**config.mk**
```make
export PLATFORM = sky130hd
export DESIGN_NAME = imx_prefix_unit
export DESIGN_NICKNAME = d
export VERILOG_FILES = /design/src/rtl/imx_pkg.sv /design/src/rtl/imx_task_slot.sv /design/src/rtl/imx_operand_join.sv /design/src/rtl/imx_last_value.sv /design/src/rtl/imx_prefix_unit.sv
export SDC_FILE = /design/constraint.sdc
export NUM_CORES = 1
export LEC_CHECK = 0
export ABC_AREA = 1
export ABC_CLOCK_PERIOD_IN_PS = 1940
export BUFFER_PORTS_ARGS = -buffer_cell sky130_fd_sc_hd__buf_2
export CAP_MARGIN = 15
export CELL_PAD_IN_SITES_DETAIL_PLACEMENT = 1
export CELL_PAD_IN_SITES_GLOBAL_PLACEMENT = 2
export CORE_MARGIN = 2
export CORE_UTILIZATION = 31
export CTS_BUF_LIST = sky130_fd_sc_hd__clkbuf_4 sky130_fd_sc_hd__clkbuf_8
export CTS_CLUSTER_DIAMETER = 120
export DETAILED_ROUTE_END_ITERATION = 10
export PLACE_DENSITY = 0.92
export SLEW_MARGIN = 10
export SYNTH_ARGS = -nofsm -noshare
export SYNTH_HDL_FRONTEND = slang
export SYNTH_HIERARCHICAL = 1
export SYNTH_SLANG_ARGS = --single-unit
```
**constraint.sdc**
```tcl
create_clock -name clk -period 1.94 [get_ports clk]
set_clock_uncertainty 0.1 [all_clocks]
set_input_delay 0.194 -clock clk [delete_from_list [all_inputs] [get_ports clk]]
set_output_delay 0.194 -clock clk [all_outputs]
set_load 0.05 [all_outputs]
```
**src/rtl/imx_pkg.sv**
```systemverilog
package imx_pkg;
  localparam int IMX_WORD_W   = 32;
  localparam int IMX_IMM_W    = 9;
  localparam int IMX_TASKS    = 4;
  localparam int IMX_ADDR_W   = 9;
  localparam int IMX_LAST_ADR = 'h1F1;

  typedef enum logic {
    IMX_LAYOUT_HIGH = 1'b0,
    IMX_LAYOUT_RJ   = 1'b1
  } imx_layout_e;
endpackage

```
**src/rtl/imx_task_slot.sv**
```systemverilog
module imx_task_slot #(
  parameter int EXT_W = 23
) (
  input  logic             clk,
  input  logic             rst_n,
  input  logic             wr_en_i,
  input  logic [EXT_W-1:0] wr_val_i,
  input  logic             clr_en_i,
  output logic             vld_o,
  output logic [EXT_W-1:0] val_o
);
  // A write wins over a clear in the same cycle.
  always_ff @(posedge clk) begin
    if (!rst_n) begin
      vld_o <= 1'b0;
      val_o <= '0;
    end else if (wr_en_i) begin
      vld_o <= 1'b1;
      val_o <= wr_val_i;
    end else if (clr_en_i) begin
      vld_o <= 1'b0;
      val_o <= '0;
    end
  end
endmodule

```
**src/rtl/imx_operand_join.sv**
```systemverilog
module imx_operand_join
  import imx_pkg::*;
#(
  parameter int WORD_W = 32,
  parameter int IMM_W  = 9,
  localparam int EXT_W = WORD_W - IMM_W
) (
  input  imx_layout_e      layout_i,
  input  logic             use_valid_i,
  input  logic             use_is_imm_i,
  input  logic [IMM_W-1:0] imm_i,
  input  logic             ext_vld_i,
  input  logic [EXT_W-1:0] ext_val_i,
  output logic [WORD_W-1:0] operand_o
);
  always_comb begin
    operand_o = '0;
    if (use_valid_i && use_is_imm_i) begin
      if (!ext_vld_i)
        operand_o = {{EXT_W{1'b0}}, imm_i};
      else if (layout_i == IMX_LAYOUT_RJ)
        operand_o = {imm_i, ext_val_i};
      else
        operand_o = {ext_val_i, imm_i};
    end
  end
endmodule

```
**src/rtl/imx_last_value.sv**
```systemverilog
module imx_last_value #(
  parameter int WORD_W          = 32,
  parameter int EXT_W           = 23,
  parameter int ADDR_W          = 9,
  parameter logic [ADDR_W-1:0] LAST_ADDR = 9'h1F1
) (
  input  logic              clk,
  input  logic              rst_n,
  input  logic              wr_en_i,
  input  logic [EXT_W-1:0]  wr_val_i,
  input  logic [ADDR_W-1:0] rd_addr_i,
  output logic [WORD_W-1:0] rd_data_o
);
  logic [EXT_W-1:0] last_q;

  always_ff @(posedge clk) begin
    if (!rst_n)       last_q <= '0;
    else if (wr_en_i) last_q <= wr_val_i;
  end

  always_comb begin
    rd_data_o = '0;
    if (rd_addr_i == LAST_ADDR) rd_data_o = {{(WORD_W-EXT_W){1'b0}}, last_q};
  end
endmodule

```
**src/rtl/imx_prefix_unit.sv**
```systemverilog
module imx_prefix_unit
  import imx_pkg::*;
#(
  parameter int NUM_TASKS = IMX_TASKS,
  parameter int WORD_W    = IMX_WORD_W,
  parameter int IMM_W     = IMX_IMM_W,
  parameter int ADDR_W    = IMX_ADDR_W,
  parameter int LAST_ADR  = IMX_LAST_ADR,
  localparam int EXT_W    = WORD_W - IMM_W,
  localparam int TASK_W   = (NUM_TASKS > 1) ? $clog2(NUM_TASKS) : 1
) (
  input  logic              clk,
  input  logic              rst_n,
  input  logic              pfx_valid_i,
  input  logic [TASK_W-1:0] pfx_task_i,
  input  logic [EXT_W-1:0]  pfx_value_i,
  input  logic              use_valid_i,
  input  logic [TASK_W-1:0] use_task_i,
  input  logic [IMM_W-1:0]  use_imm_i,
  input  logic              use_is_imm_i,
  input  logic              layout_rj_i,
  input  logic [ADDR_W-1:0] rd_addr_i,
  output logic [WORD_W-1:0] operand_o,
  output logic [WORD_W-1:0] rd_data_o
);
  logic [EXT_W-1:0]     pend_val [NUM_TASKS];
  logic [NUM_TASKS-1:0] pend_vld;
  logic                 consume;
  logic [EXT_W-1:0]     sel_val;
  logic                 sel_vld;

  assign consume = use_valid_i && use_is_imm_i;

  for (genvar g = 0; g < NUM_TASKS; g++) begin : g_slot
    imx_task_slot #(.EXT_W(EXT_W)) u_slot (
      .clk      (clk),
      .rst_n    (rst_n),
      .wr_en_i  (pfx_valid_i && (pfx_task_i == TASK_W'(g))),
      .wr_val_i (pfx_value_i),
      .clr_en_i (consume && (use_task_i == TASK_W'(g))),
      .vld_o    (pend_vld[g]),
      .val_o    (pend_val[g])
    );
  end

  assign sel_val = pend_val[use_task_i];
  assign sel_vld = pend_vld[use_task_i];

  imx_operand_join #(.WORD_W(WORD_W), .IMM_W(IMM_W)) u_join (
    .layout_i     (imx_layout_e'(layout_rj_i)),
    .use_valid_i  (use_valid_i),
    .use_is_imm_i (use_is_imm_i),
    .imm_i        (use_imm_i),
    .ext_vld_i    (sel_vld),
    .ext_val_i    (sel_val),
    .operand_o    (operand_o)
  );

  imx_last_value #(
    .WORD_W    (WORD_W),
    .EXT_W     (EXT_W),
    .ADDR_W    (ADDR_W),
    .LAST_ADDR (ADDR_W'(LAST_ADR))
  ) u_last (
    .clk       (clk),
    .rst_n     (rst_n),
    .wr_en_i   (pfx_valid_i),
    .wr_val_i  (pfx_value_i),
    .rd_addr_i (rd_addr_i),
    .rd_data_o (rd_data_o)
  );
endmodule

```
==> flow_summary.yaml <==
setup_path:
  r2r_cells: 2
  cp.arrival_ps: 1710
  worstPathMaxFanout: 5
  r2r_slack_ps: 1140
  cp.required_ps: 1650
  cp-end-kind: "output pin"
  cp-start-kind: "flip-flop"
  r2r_start: "g_slot[3].u_slot/val_o[10]$_SDFFE_PN0P_"
  crit_type: "flip-flop to output pin"
  reg2reg_to: "g_slot[3].u_slot/val_o[10]$_SDFFE_PN0P_"
power:
  irDropWorstVdd_mv: 0.335
  p_leak_nw: 3.34
  finalPower_w: 0.00562
  power-per-cell-area_nw_per_um2: 718
floorplan:
  die_height_um: 145
  io_pins: 115
  die-width_um: 145
  initial_core_util_pct: 31.6
  die_area_sq_um: 21000
  rows: 51
  core_sq_um: 19500
synthesis:
  synthTopCellsByArea: "dfxtp_1, nand2_1, a21oi_1"
  synth_warnings: 6
  synth_seq_area_share_pct: 38.7
  synthFlopType: "dfxtp_1"
  postSynthCellCount: 936
  yosysTopAreaCellShare_pct: 38.7
  avgSynthCellArea_sq_um: 6.58
  async_reset_ff_share_pct: 0
  synth.distinct_cells: 22
  syn_area_sq_um: 6150
  synth_common_cells: "nand2_1, a21oi_1, dfxtp_1"
  ys_seq_elements: 119
  yosysMostFrequentCell: "nand2_1"
  yosys.area.top_type: "dfxtp_1"
  synth_edf_count: 0
sta:
  min_period_ps: 2000
  setup_violations: 22
  slew_violations: 0
  fmax_mhz: 499
  hold_violations: 0
  layout_setup_ws_ps: -62.6
  min_period_over_period_pct: 103
  grt_setup_unrepaired: "yes"
route:
  viasPerCell: 4.68
  drt-total-wl_um: 21500
  vias: 6226
  first_pass_iters: 4
  final_antenna_net_count: 0
  dr.first_iter.drc_count: 327
  wl_per_cell_um: 16.2
  drc_errors: 0
clocking:
  clockBufferDepth: 2
  worstSkewPairLatency_ps: 440
  cts_tree: "done"
  clockRootBuffer: "clkbuf_8"
  htree_levels: 4
  cts.sinks: 119
  path_clk_slew_ps: 70
  cts_buffers: 17
cells_and_area:
  drive_gt1_share_pct: 23.5
  fill_cells: 2523
  ff_latch_area_sq_um: 2390
  fin_nets: 1102
  syn2layout_area_growth_pct: 27.3
  multi_input_area_sq_um: 3260
  final_core_util_pct: 40.3
placement:
  finalWeightedCongestion: 0.794
  place_hpwl_um: 14300
  port_buffers: 105
worst_hold_path:
  hold_end: "u_last/last_q[6]$_SDFFE_PN0P_"
  min_from: "rst_n"
  holdPathStages: 3
  min_path_type: "primary input to flip-flop"
global_route:
  antenna_found_initial: 1
  grt_pass1_wl_um: 34600
  grt_overflow: 0
  grt_pass1_vias: 6328
  grt_max_degree: 28
  grt_util_all_layers_pct: 20.7
run_status:
  outcome: "finished, violations left"
  violations: "setup timing"
flow_run:
  max_cap_violations: 0
==> cell type report <==
type,count,area share (%)
antenna,1,0.0319
clock buffer,18,3.16
clock inverter,14,1.71
inverter,50,2.46
multi-input combinational,708,41.6
sequential,119,30.5
tap,265,4.23
timing repair buffer,155,16.4
==> worst max-delay path by stage <==
stage / startpoint / endpoint / slack (ps) / cells past startpoint
after floorplan: use_task_i[0] / operand_o[10] / -2 / 9
after detailed placement: use_task_i[0] / operand_o[11] / 120 / 9
after global placement: use_task_i[0] / operand_o[11] / 140 / 9
after global routing: g_slot[3].u_slot/vld_o$_SDFFE_PN0P_ / operand_o[6] / -190 / 10
after CTS: g_slot[3].u_slot/vld_o$_SDFFE_PN0P_ / operand_o[5] / -90 / 10
final: g_slot[3].u_slot/vld_o$_SDFFE_PN0P_ / operand_o[6] / -60 / 10
==> layer usage <==
layer / global-route usage [%] / routed length (um) / up-vias
met4: 5.15 / 178 / 0
li1: - / - / 3117
met3: 3.96 / 1320 / 12
met2: 34.0 / 10100 / 161
met1: 28.0 / 9960 / 2936
met5: 0 / 0 / -
==> where the power goes <==
group	switching (W)	internal, W
combinational	0.000577	0.000274
sequential	0.0000427	0.00254
clock	0.00103	0.00116
total	0.00165	0.00397
==> state kept, by name, summed over array words and instances (netlist names) <==
name and cells:
g_slot.u_slot/val_o 92, u_last/last_q 23, g_slot.u_slot/vld_o 4
==> layout by cell type (no fill, tap or decap), types with 3 or more instances in the layout <==
cell type      instances
o21ai_0                3
buf_6                 29
dfxtp_1              115
dlygate4sd3_1         23
clkinvlp_4             4
dfxtp_2                4
a21oi_4                5
nand2_2               11
buf_4                 18
nor2_2                27
clkbuf_8              18
inv_1                 45
conb_1                 9
buf_2                 73
clkinv_2               7
a21oi_2               18
nor2_1                19
nor3_1                 3
buf_12                 9
buf_8                  3
a21oi_1              119
nand2_1              457
nor3_2                 5
o21ai_1               20
nor2_8                 4
==> critical path, stage by stage, from the launching register on <==
cell and delay (ps):
dfxtp_2 340, nand2_1 60, nand2_1 80, nand2_2 60, nand2_4 80, buf_12 130, nand2_8 70, nand2_2 90
nand2_2 60, nor2_4 130, buf_8 150
==> logic make-up (layout without fill, tap and decap cells) <==
family	Yosys count	after routing	synth area share, %
AND/OR/NAND/NOR	532	534	35.0
AO/OA/AOI/OAI	165	165	14.6
buffers and inverters	119	237	11.7
flip-flops	119	119	38.7
other	1	10	0.0609
==> metrics by stage <==
step / std cells / setup TNS, ps / setup slack [ps] / hold slack [ps] / cell area (sq um)
finish: 1330 / -449 / -62.6 / 25.5 / 7840
global route: 1329 / -4000 / -192 / 38.3 / 7830
CTS: 1328 / -1260 / -85.1 / 12.8 / 7710
detailed placement: 1271 / 0 / 120 / 351 / 6830
global placement: 1271 / 0 / 142 / 346 / 6830
floorplan: 944 / -4.70 / -1.57 / 232 / 6190
==> what timing repair did <==
action / in CTS / in global routing
pin swaps: 0 / 9
resized for setup: 75 / 28
cloned: 1 / 1
endpoints found under the setup margin: 32 / 32
buffers inserted: 1 / 0
hold endpoints to repair: 100 / 0
hold buffers: 23 / 0
No activity file was read; power rests on OpenSTA's default activity.
